--- src/rtl/enbank_pkg.sv ---
package enbank_pkg;

  // Default configuration used when the top is elaborated without overrides
  localparam int DEF_NMASK = 2;
  localparam int DEF_NPRIO = 2;
  localparam int DEF_REG_W = 8;
  localparam int DEF_PFW   = 4;
  localparam int DEF_ID_W  = 5;
  localparam int DEF_NF    = DEF_NMASK * DEF_REG_W + DEF_NPRIO * (DEF_REG_W / DEF_PFW);
  localparam int DEF_NSRC  = 1 << DEF_ID_W;

  // Strobes from the walker to the datapath
  typedef struct packed {
    logic pick;    // take the next pending field, load its identifier
    logic follow;  // step to the chain link of the current identifier
  } walkCtl_t;

  // State reported by the datapath to the walker
  typedef struct packed {
    logic anyPend;
    logic curZero;
    logic curVec;
    logic curHasNext;
    logic curChain;
  } walkSts_t;

  // Default map: field f drives identifier f+1
  function automatic logic [DEF_NF*DEF_ID_W-1:0] defFieldMap();
    logic [DEF_NF*DEF_ID_W-1:0] m;
    m = '0;
    for (int f = 0; f < DEF_NF; f++) m[f*DEF_ID_W +: DEF_ID_W] = DEF_ID_W'(f + 1);
    return m;
  endfunction

endpackage

--- src/rtl/enbank_datapath.sv ---
module enbank_datapath
  import enbank_pkg::*;
#(
  parameter int          NMASK     = 2,
  parameter int          NPRIO     = 2,
  parameter int          REG_W     = 8,
  parameter int          PFW       = 4,
  parameter int          ID_W      = 5,
  parameter int          ADDR_W    = 32,
  parameter logic [31:0] MASK_BASE = 32'h0000_4000,
  parameter logic [31:0] PRIO_BASE = 32'h0000_4100,
  parameter int          NF        = NMASK * REG_W + NPRIO * (REG_W / PFW),
  parameter logic [NF*ID_W-1:0]          FIELD_MAP = '0,
  parameter logic [(1<<ID_W)*ID_W-1:0]   NEXT_MAP  = '0,
  parameter logic [(1<<ID_W)-1:0]        VEC_MAP   = '0
) (
  input  logic              clk,
  input  logic              rstN,
  input  logic              wrEn,
  input  logic              rdEn,
  input  logic [ADDR_W-1:0] addr,
  input  logic [REG_W-1:0]  wrData,
  input  logic              busy,
  input  walkCtl_t          ctl,
  output walkSts_t          sts,
  output logic [REG_W-1:0]  rdData,
  output logic [ID_W-1:0]   curId,
  output logic              curGrant
);

  localparam int NREG = NMASK + NPRIO;
  localparam int PF   = REG_W / PFW;
  localparam int FW   = (NF > 1) ? $clog2(NF) : 1;

  logic [NREG-1:0][REG_W-1:0] regQ;
  logic [REG_W-1:0]           regD [NREG];
  logic                       setHit [NREG];
  logic                       clrHit [NREG];
  logic [28:0]                addrLo;
  logic [ADDR_W-30:0]         unusedAddrHi;
  logic                       wrAcc;
  logic [NF-1:0]              chgVec, grantVec, pendChg, pendGrant;
  logic [FW-1:0]              firstIdx;
  logic                       curChain;

  assign addrLo       = addr[28:0];
  assign unusedAddrHi = addr[ADDR_W-1:29];
  assign wrAcc        = wrEn & ~busy;

  // Mask registers: dual set/clear addressing
  for (genvar i = 0; i < NMASK; i++) begin : g_mask
    localparam logic [28:0] SETA = MASK_BASE[28:0] + 29'(8 * i);
    assign setHit[i] = (addrLo == SETA);
    assign clrHit[i] = (addrLo == SETA + 29'd4);
    assign regD[i]   = (wrAcc && setHit[i]) ? (regQ[i] | wrData) :
                       (wrAcc && clrHit[i]) ? (regQ[i] & ~wrData) : regQ[i];


    set_or_chk: assert property (@(posedge clk) disable iff (!rstN)
      (wrEn && !busy && setHit[i]) |=> ((regQ[i] & $past(wrData)) == $past(wrData)) &&
                                       ((regQ[i] & ~$past(wrData)) == ($past(regQ[i]) & ~$past(wrData))));

    clr_and_chk: assert property (@(posedge clk) disable iff (!rstN)
      (wrEn && !busy && clrHit[i]) |=> ((regQ[i] & $past(wrData)) == '0) &&
                                       ((regQ[i] | $past(wrData)) == ($past(regQ[i]) | $past(wrData))));
  end

  // Priority registers: single address, direct load
  for (genvar j = 0; j < NPRIO; j++) begin : g_prio
    localparam int R = NMASK + j;
    localparam logic [28:0] SETA = PRIO_BASE[28:0] + 29'(4 * j);
    assign setHit[R] = (addrLo == SETA);
    assign clrHit[R] = 1'b0;
    assign regD[R]   = (wrAcc && setHit[R]) ? wrData : regQ[R];


    prio_load_chk: assert property (@(posedge clk) disable iff (!rstN)
      (wrEn && !busy && setHit[R]) |=> (regQ[R] == $past(wrData)));
  end

  // Change detection in global field order (most significant field first)
  always_comb begin
    chgVec   = '0;
    grantVec = '0;
    for (int i = 0; i < NMASK; i++) begin
      for (int b = 0; b < REG_W; b++) begin
        chgVec[i*REG_W + (REG_W-1-b)]   = regD[i][b] ^ regQ[i][b];
        grantVec[i*REG_W + (REG_W-1-b)] = regD[i][b];
      end
    end
    for (int j = 0; j < NPRIO; j++) begin
      for (int q = 0; q < PF; q++) begin
        chgVec[NMASK*REG_W + j*PF + q]   =
          (regD[NMASK+j][(PF-1-q)*PFW +: PFW] != regQ[NMASK+j][(PF-1-q)*PFW +: PFW]);
        grantVec[NMASK*REG_W + j*PF + q] = |regD[NMASK+j][(PF-1-q)*PFW +: PFW];
      end
    end
  end

  // Lowest pending index is the next field to serve
  always_comb begin
    firstIdx = '0;
    for (int f = NF - 1; f >= 0; f--) begin
      if (pendChg[f]) firstIdx = FW'(f);
    end
  end

  logic [REG_W-1:0] rdMux;
  always_comb begin
    rdMux = '0;
    for (int r = 0; r < NREG; r++) begin
      if (setHit[r] || clrHit[r]) rdMux = regQ[r];
    end
  end

  always_ff @(posedge clk) begin
    if (!rstN) begin
      regQ      <= '0;
      pendChg   <= '0;
      pendGrant <= '0;
      curId     <= '0;
      curGrant  <= 1'b0;
      curChain  <= 1'b0;
      rdData    <= '0;
    end else begin
      for (int r = 0; r < NREG; r++) regQ[r] <= regD[r];
      if (wrAcc) begin
        pendChg   <= chgVec;
        pendGrant <= grantVec;
      end else if (ctl.pick) begin
        pendChg   <= pendChg & ~(NF'(1) << firstIdx);
      end
      if (ctl.pick) begin
        curId    <= FIELD_MAP[firstIdx*ID_W +: ID_W];
        curGrant <= pendGrant[firstIdx];
        curChain <= 1'b0;
      end else if (ctl.follow) begin
        curId    <= NEXT_MAP[curId*ID_W +: ID_W];
        curChain <= 1'b1;
      end
      if (rdEn) rdData <= rdMux;
    end
  end

  assign sts.anyPend    = |pendChg;
  assign sts.curZero    = (curId == '0);
  assign sts.curVec     = VEC_MAP[curId];
  assign sts.curHasNext = (NEXT_MAP[curId*ID_W +: ID_W] != '0);
  assign sts.curChain   = curChain;


  busy_hold_chk: assert property (@(posedge clk) disable iff (!rstN)
    (wrEn && busy) |=> $stable(regQ));

endmodule

--- src/rtl/enbank_walker.sv ---
module enbank_walker
  import enbank_pkg::*;
(
  input  logic     clk,
  input  logic     rstN,
  input  walkSts_t sts,
  output walkCtl_t ctl,
  output logic     inWalk
);

  typedef enum logic { W_IDLE, W_STEP } wState_t;

  wState_t stQ, stD;
  logic    canFollow;

  assign inWalk = (stQ == W_STEP);

  always_comb begin
    canFollow  = inWalk & ~sts.curZero & (sts.curChain | ~sts.curVec) & sts.curHasNext;
    ctl.follow = canFollow;
    ctl.pick   = ~canFollow & sts.anyPend;
    stD        = (ctl.pick | ctl.follow) ? W_STEP : W_IDLE;
  end

  always_ff @(posedge clk) begin
    if (!rstN) stQ <= W_IDLE;
    else       stQ <= stD;
  end


  chain_follow_chk: assert property (@(posedge clk) disable iff (!rstN)
    ctl.follow |=> (inWalk && sts.curChain));

endmodule

--- src/rtl/irq_enable_bank.sv ---
module irq_enable_bank
  import enbank_pkg::*;
#(
  parameter int          NMASK     = DEF_NMASK,
  parameter int          NPRIO     = DEF_NPRIO,
  parameter int          REG_W     = DEF_REG_W,
  parameter int          PFW       = DEF_PFW,
  parameter int          ID_W      = DEF_ID_W,
  parameter int          ADDR_W    = 32,
  parameter logic [31:0] MASK_BASE = 32'h0000_4000,
  parameter logic [31:0] PRIO_BASE = 32'h0000_4100,
  parameter logic [(NMASK*REG_W+NPRIO*(REG_W/PFW))*ID_W-1:0] FIELD_MAP = defFieldMap(),
  parameter logic [(1<<ID_W)*ID_W-1:0] NEXT_MAP = '0,
  parameter logic [(1<<ID_W)-1:0]      VEC_MAP  = {{((1<<ID_W)-1){1'b1}}, 1'b0}
) (
  input  logic              clk,
  input  logic              rstN,
  input  logic              wrEn,
  input  logic              rdEn,
  input  logic [ADDR_W-1:0] addr,
  input  logic [REG_W-1:0]  wrData,
  output logic [REG_W-1:0]  rdData,
  output logic              busy,
  output logic              enValid,
  output logic [ID_W-1:0]   enSrc,
  output logic              enGrant
);

  localparam int NF = NMASK * REG_W + NPRIO * (REG_W / PFW);

  walkCtl_t ctl;
  walkSts_t sts;
  logic     inWalk;

  enbank_datapath #(
    .NMASK(NMASK), .NPRIO(NPRIO), .REG_W(REG_W), .PFW(PFW), .ID_W(ID_W),
    .ADDR_W(ADDR_W), .MASK_BASE(MASK_BASE), .PRIO_BASE(PRIO_BASE), .NF(NF),
    .FIELD_MAP(FIELD_MAP), .NEXT_MAP(NEXT_MAP), .VEC_MAP(VEC_MAP)
  ) u_dp (
    .clk(clk), .rstN(rstN), .wrEn(wrEn), .rdEn(rdEn), .addr(addr), .wrData(wrData),
    .busy(busy), .ctl(ctl), .sts(sts), .rdData(rdData), .curId(enSrc), .curGrant(enGrant)
  );

  enbank_walker u_walk (
    .clk(clk), .rstN(rstN), .sts(sts), .ctl(ctl), .inWalk(inWalk)
  );

  assign busy    = sts.anyPend | inWalk;
  assign enValid = inWalk & ~sts.curZero & sts.curVec;


  pulse_src_chk: assert property (@(posedge clk) disable iff (!rstN)
    enValid |-> (enSrc != '0));

  pulse_busy_chk: assert property (@(posedge clk) disable iff (!rstN)
    enValid |-> busy);

endmodule

--- config.mk ---
export PLATFORM = sky130hd
export DESIGN_NAME = irq_enable_bank
export DESIGN_NICKNAME = d
export VERILOG_FILES = /design/src/rtl/enbank_pkg.sv /design/src/rtl/enbank_datapath.sv /design/src/rtl/enbank_walker.sv /design/src/rtl/irq_enable_bank.sv
export SDC_FILE = /design/constraint.sdc
export NUM_CORES = 1
export LEC_CHECK = 0
export BUFFER_PORTS_ARGS = -buffer_cell sky130_fd_sc_hd__buf_2
export CORE_MARGIN = 4
export CORE_UTILIZATION = 27
export CTS_CLUSTER_SIZE = 10
export DETAILED_ROUTE_END_ITERATION = 7
export MAX_ROUTING_LAYER = met4
export PLACE_DENSITY_LB_ADDON = 0.05
export SYNTH_ARGS = -nofsm -noshare
export SYNTH_HDL_FRONTEND = slang
export SYNTH_SLANG_ARGS = --single-unit
export TNS_END_PERCENT = 5
--- constraint.sdc ---
create_clock -name clk -period 2.9 [get_ports clk]
set_clock_uncertainty 0.05 [all_clocks]
set_input_delay 0.87 -clock clk [delete_from_list [all_inputs] [get_ports clk]]
set_output_delay 0.87 -clock clk [all_outputs]
set_load 0.01 [all_outputs]
==> impl_metrics.csv <==
group,metric,value,unit
setup_path,end_kind,"primary output",
grt,grt_util_all_layers,17.23,%
power_and_ir_drop,p_per_area,472.7,mW/mm2
flow_run,maxCapViolCount,0,
grt,grt_max_degree,35,
floorplanning,start_util,27.73,%
synthesis,synth-edff-count,0,
grt,grt_pass1_vias,4321,
timing,max_slew_margin,35.19,%
placement,gp_routability_congestion,0.8187,
final_layout,syn_to_final_growth,22.35,%
clock_network,clock_latency,340,ps
synthesis,synth.distinct_cells,61,
grt,grt_pass1_wl,25310,um
floorplanning,io_pins,60,
floorplanning,row_count,47,
setup_path,crit_type,"register to primary output",
setup_path,crit_required,1980,ps
floorplanning,dieArea,0.01931,mm2
setup_path,critPathSlowestCell,"or4_4",
setup_path,cp_max_fo,8,
synthesis,syn_inst,570,
timing,tightestPinTransition,959.6,ps
timing,fmax,0.3580,GHz
timing,slew_viol_final,0,
route,routed_wl,15950,um
timing,fin_crit,2793,ps
timing,tns,0,ps
clock_network,cts.sinks,88,
route,wire_per_inst,18.52,um
power_and_ir_drop,total_power,2.678,mW
route,drtIter0Drc,288,
floorplanning,die_h,139.0,um
clock_network,cts_tree,"done",
grt,overflow,0,
grt,grt_antenna_before_repair,0,
clock_network,clk_pin_slew,70,ps
timing,hold_viol,0,
timing,period_share,96.31,%
final_layout,drive_above_1_share,21.68,%
power_and_ir_drop,p_leak,2.178,nW
route,ant_nets,0,
setup_path,slowest_delay,570,ps
clock_network,numCtsBuffers,9,
run_status,outcome,"completed",
synthesis,synthesis.area,0.004631,mm2
route,drcViolationCount,0,
timing,finalSetupViolations,0,
final_layout,layout_commonest_cell,"nand2_1",
synthesis,synth_nets,619,
route,drt_pre_antenna_iters,5,
placement,io_buffers,56,
power_and_ir_drop,peakVddDrop,280.2,uV
worst_hold_path,hold_class,"register to register",
placement,hpwl,12180,um
floorplanning,die_w,139.0,um
clock_network,root_buffer,"clkbuf_16",
final_layout,final_cell_mix,"nand2_1 (92), dfxtp_1 (86), nor2_1 (58)",
route,via_count,4369,
synthesis,ys_warn_count,0,
setup_path,arrival,1870,ps
clock_network,cts_max_level,3,
setup_path,crit_path_cell_trace,"or4_4 -> nand2b_4 -> nor3_4 -> nand2b_1 -> buf_2",
synthesis,ys_ff_latch,88,
final_layout,fin_util,33.92,%
final_layout,diodes,0,
synthesis,yosysSeqAreaShare,38.04,%
setup_path,start_kind,"register",
synthesis,synthFlopType,"dfxtp_1",
synthesis,synthArstFlopShare,0,%
route,viasPerCell,5.074,
synthesis,synth.avg_cell_area,8.124,um2
final_layout,nets,685,
clock_network,clockBufferDepth,2,
clock_network,cts.hold.buffers_added,0,
floorplanning,coreArea,0.01670,mm2
critical path: cells and delay by family, from the launching register on:
kind | cells | cell delay [ps]
buffers and inverters | 1 | 140
DFF | 1 | 370
and+or+nand+nor | 4 | 1030
cell families (layout without fill, tap and decap cells):
| logic type | after synthesis | in the layout | share of synthesized area [%] |
|---|---|---|---|
| AO/OA/AOI/OAI | 156 | 156 | 22.35 |
| multiplexers | 20 | 20 | 4.782 |
| buffers and inverters | 54 | 125 | 5.188 |
| XOR/XNOR | 32 | 32 | 6.052 |
| flip-flops | 88 | 88 | 38.04 |
| AND/OR/NAND/NOR | 215 | 215 | 22.24 |
| adder cells (fa/ha/maj) | 5 | 5 | 1.351 |
power by group:
part           internal, mW  total, mW  switching (mW)
logic                0.0674      0.178           0.110
clock network         0.756       1.26           0.506
registers              1.23       1.24          0.0111
final cells by class:
class | instances | area, um2
multi-input combinational | 428 | 2641
timing repair buffer | 97 | 625.6
inverter | 12 | 45.04
clock buffer | 11 | 232.7
sequential | 88 | 1764
tap | 220 | 275.3
fill | 1821 | 11040
clock inverter | 5 | 81.33
state kept, by name, indices dropped and copies added (netlist names):
| register | count |
|---|---|
| u_walk.inWalk | 1 |
| u_dp.pendChg | 20 |
| sts | 1 |
| u_dp.pendGrant | 20 |
| u_dp.rdData | 8 |
| u_dp.curId | 5 |
| u_dp.regQ | 32 |
| u_dp.curGrant | 1 |
cells in the mapped netlist, drive strengths merged (4+ instances only):
cell type	instances	area [um2]
inv	12	45.04
mux2i	15	150.1
xnor2	13	113.9
a31oi	13	106.4
o211ai	4	30.03
nor3	6	41.29
o21ai	30	150.1
o31ai	5	37.54
a222oi	8	80.08
buf	15	93.84
ha	5	62.56
o41ai	5	43.79
mux2	5	71.32
a32oi	8	70.07
and2	6	37.54
a21oi	53	265.3
nand3	16	80.08
nor4	13	106.4
a211oi	9	67.56
xor2	19	166.4
nand2b	4	32.53
clkbuf	27	101.4
dfxtp	88	1762
nor2	58	217.7
nand2	95	374.1
final timing paths:
path / from / to / slack, ps / cells after the start
max: u_dp.pendChg[11] / busy / 110 / 5
min: u_dp.pendChg[18] / u_dp.pendChg[18] / 440 / 2
max reg2reg: u_dp.pendChg[4] / sts[2] / 140 / 9
min reg2reg: u_dp.pendChg[18] / u_dp.pendChg[18] / 440 / 2
what timing repair did:
action | in CTS | in global routing
resized for setup | 0 | 5
setup buffers | 1 | 0
endpoints found under the setup margin | 1 | 1
pin swaps | 1 | 0
hold endpoints to repair | 0 | 0
metal layers:
metal | vias up | part of all wire (%) | global-route usage [%]
met1 | 2080 | 48 | 23.39
met4 | 0 | 1.8 | 5.252
met3 | 23 | 3.9 | 2.690
li1 | 2172 | - | -
met2 | 94 | 46 | 26.51
met5 | - | 0 | -
metrics by stage:
step	cells	hold slack, ps	setup WS (ps)	area (um2)
6_report	861	440.2	107.0	5665
5_1_grt	861	473.6	-27.20	5665
4_1_cts	861	443.0	95.44	5650
3_5_place_dp	844	432.8	-46.42	5329
3_3_place_gp	844	436.9	-61.00	5329
2_1_floorplan	570	413.2	28.51	4631
(Power assumes the default switching activity.)
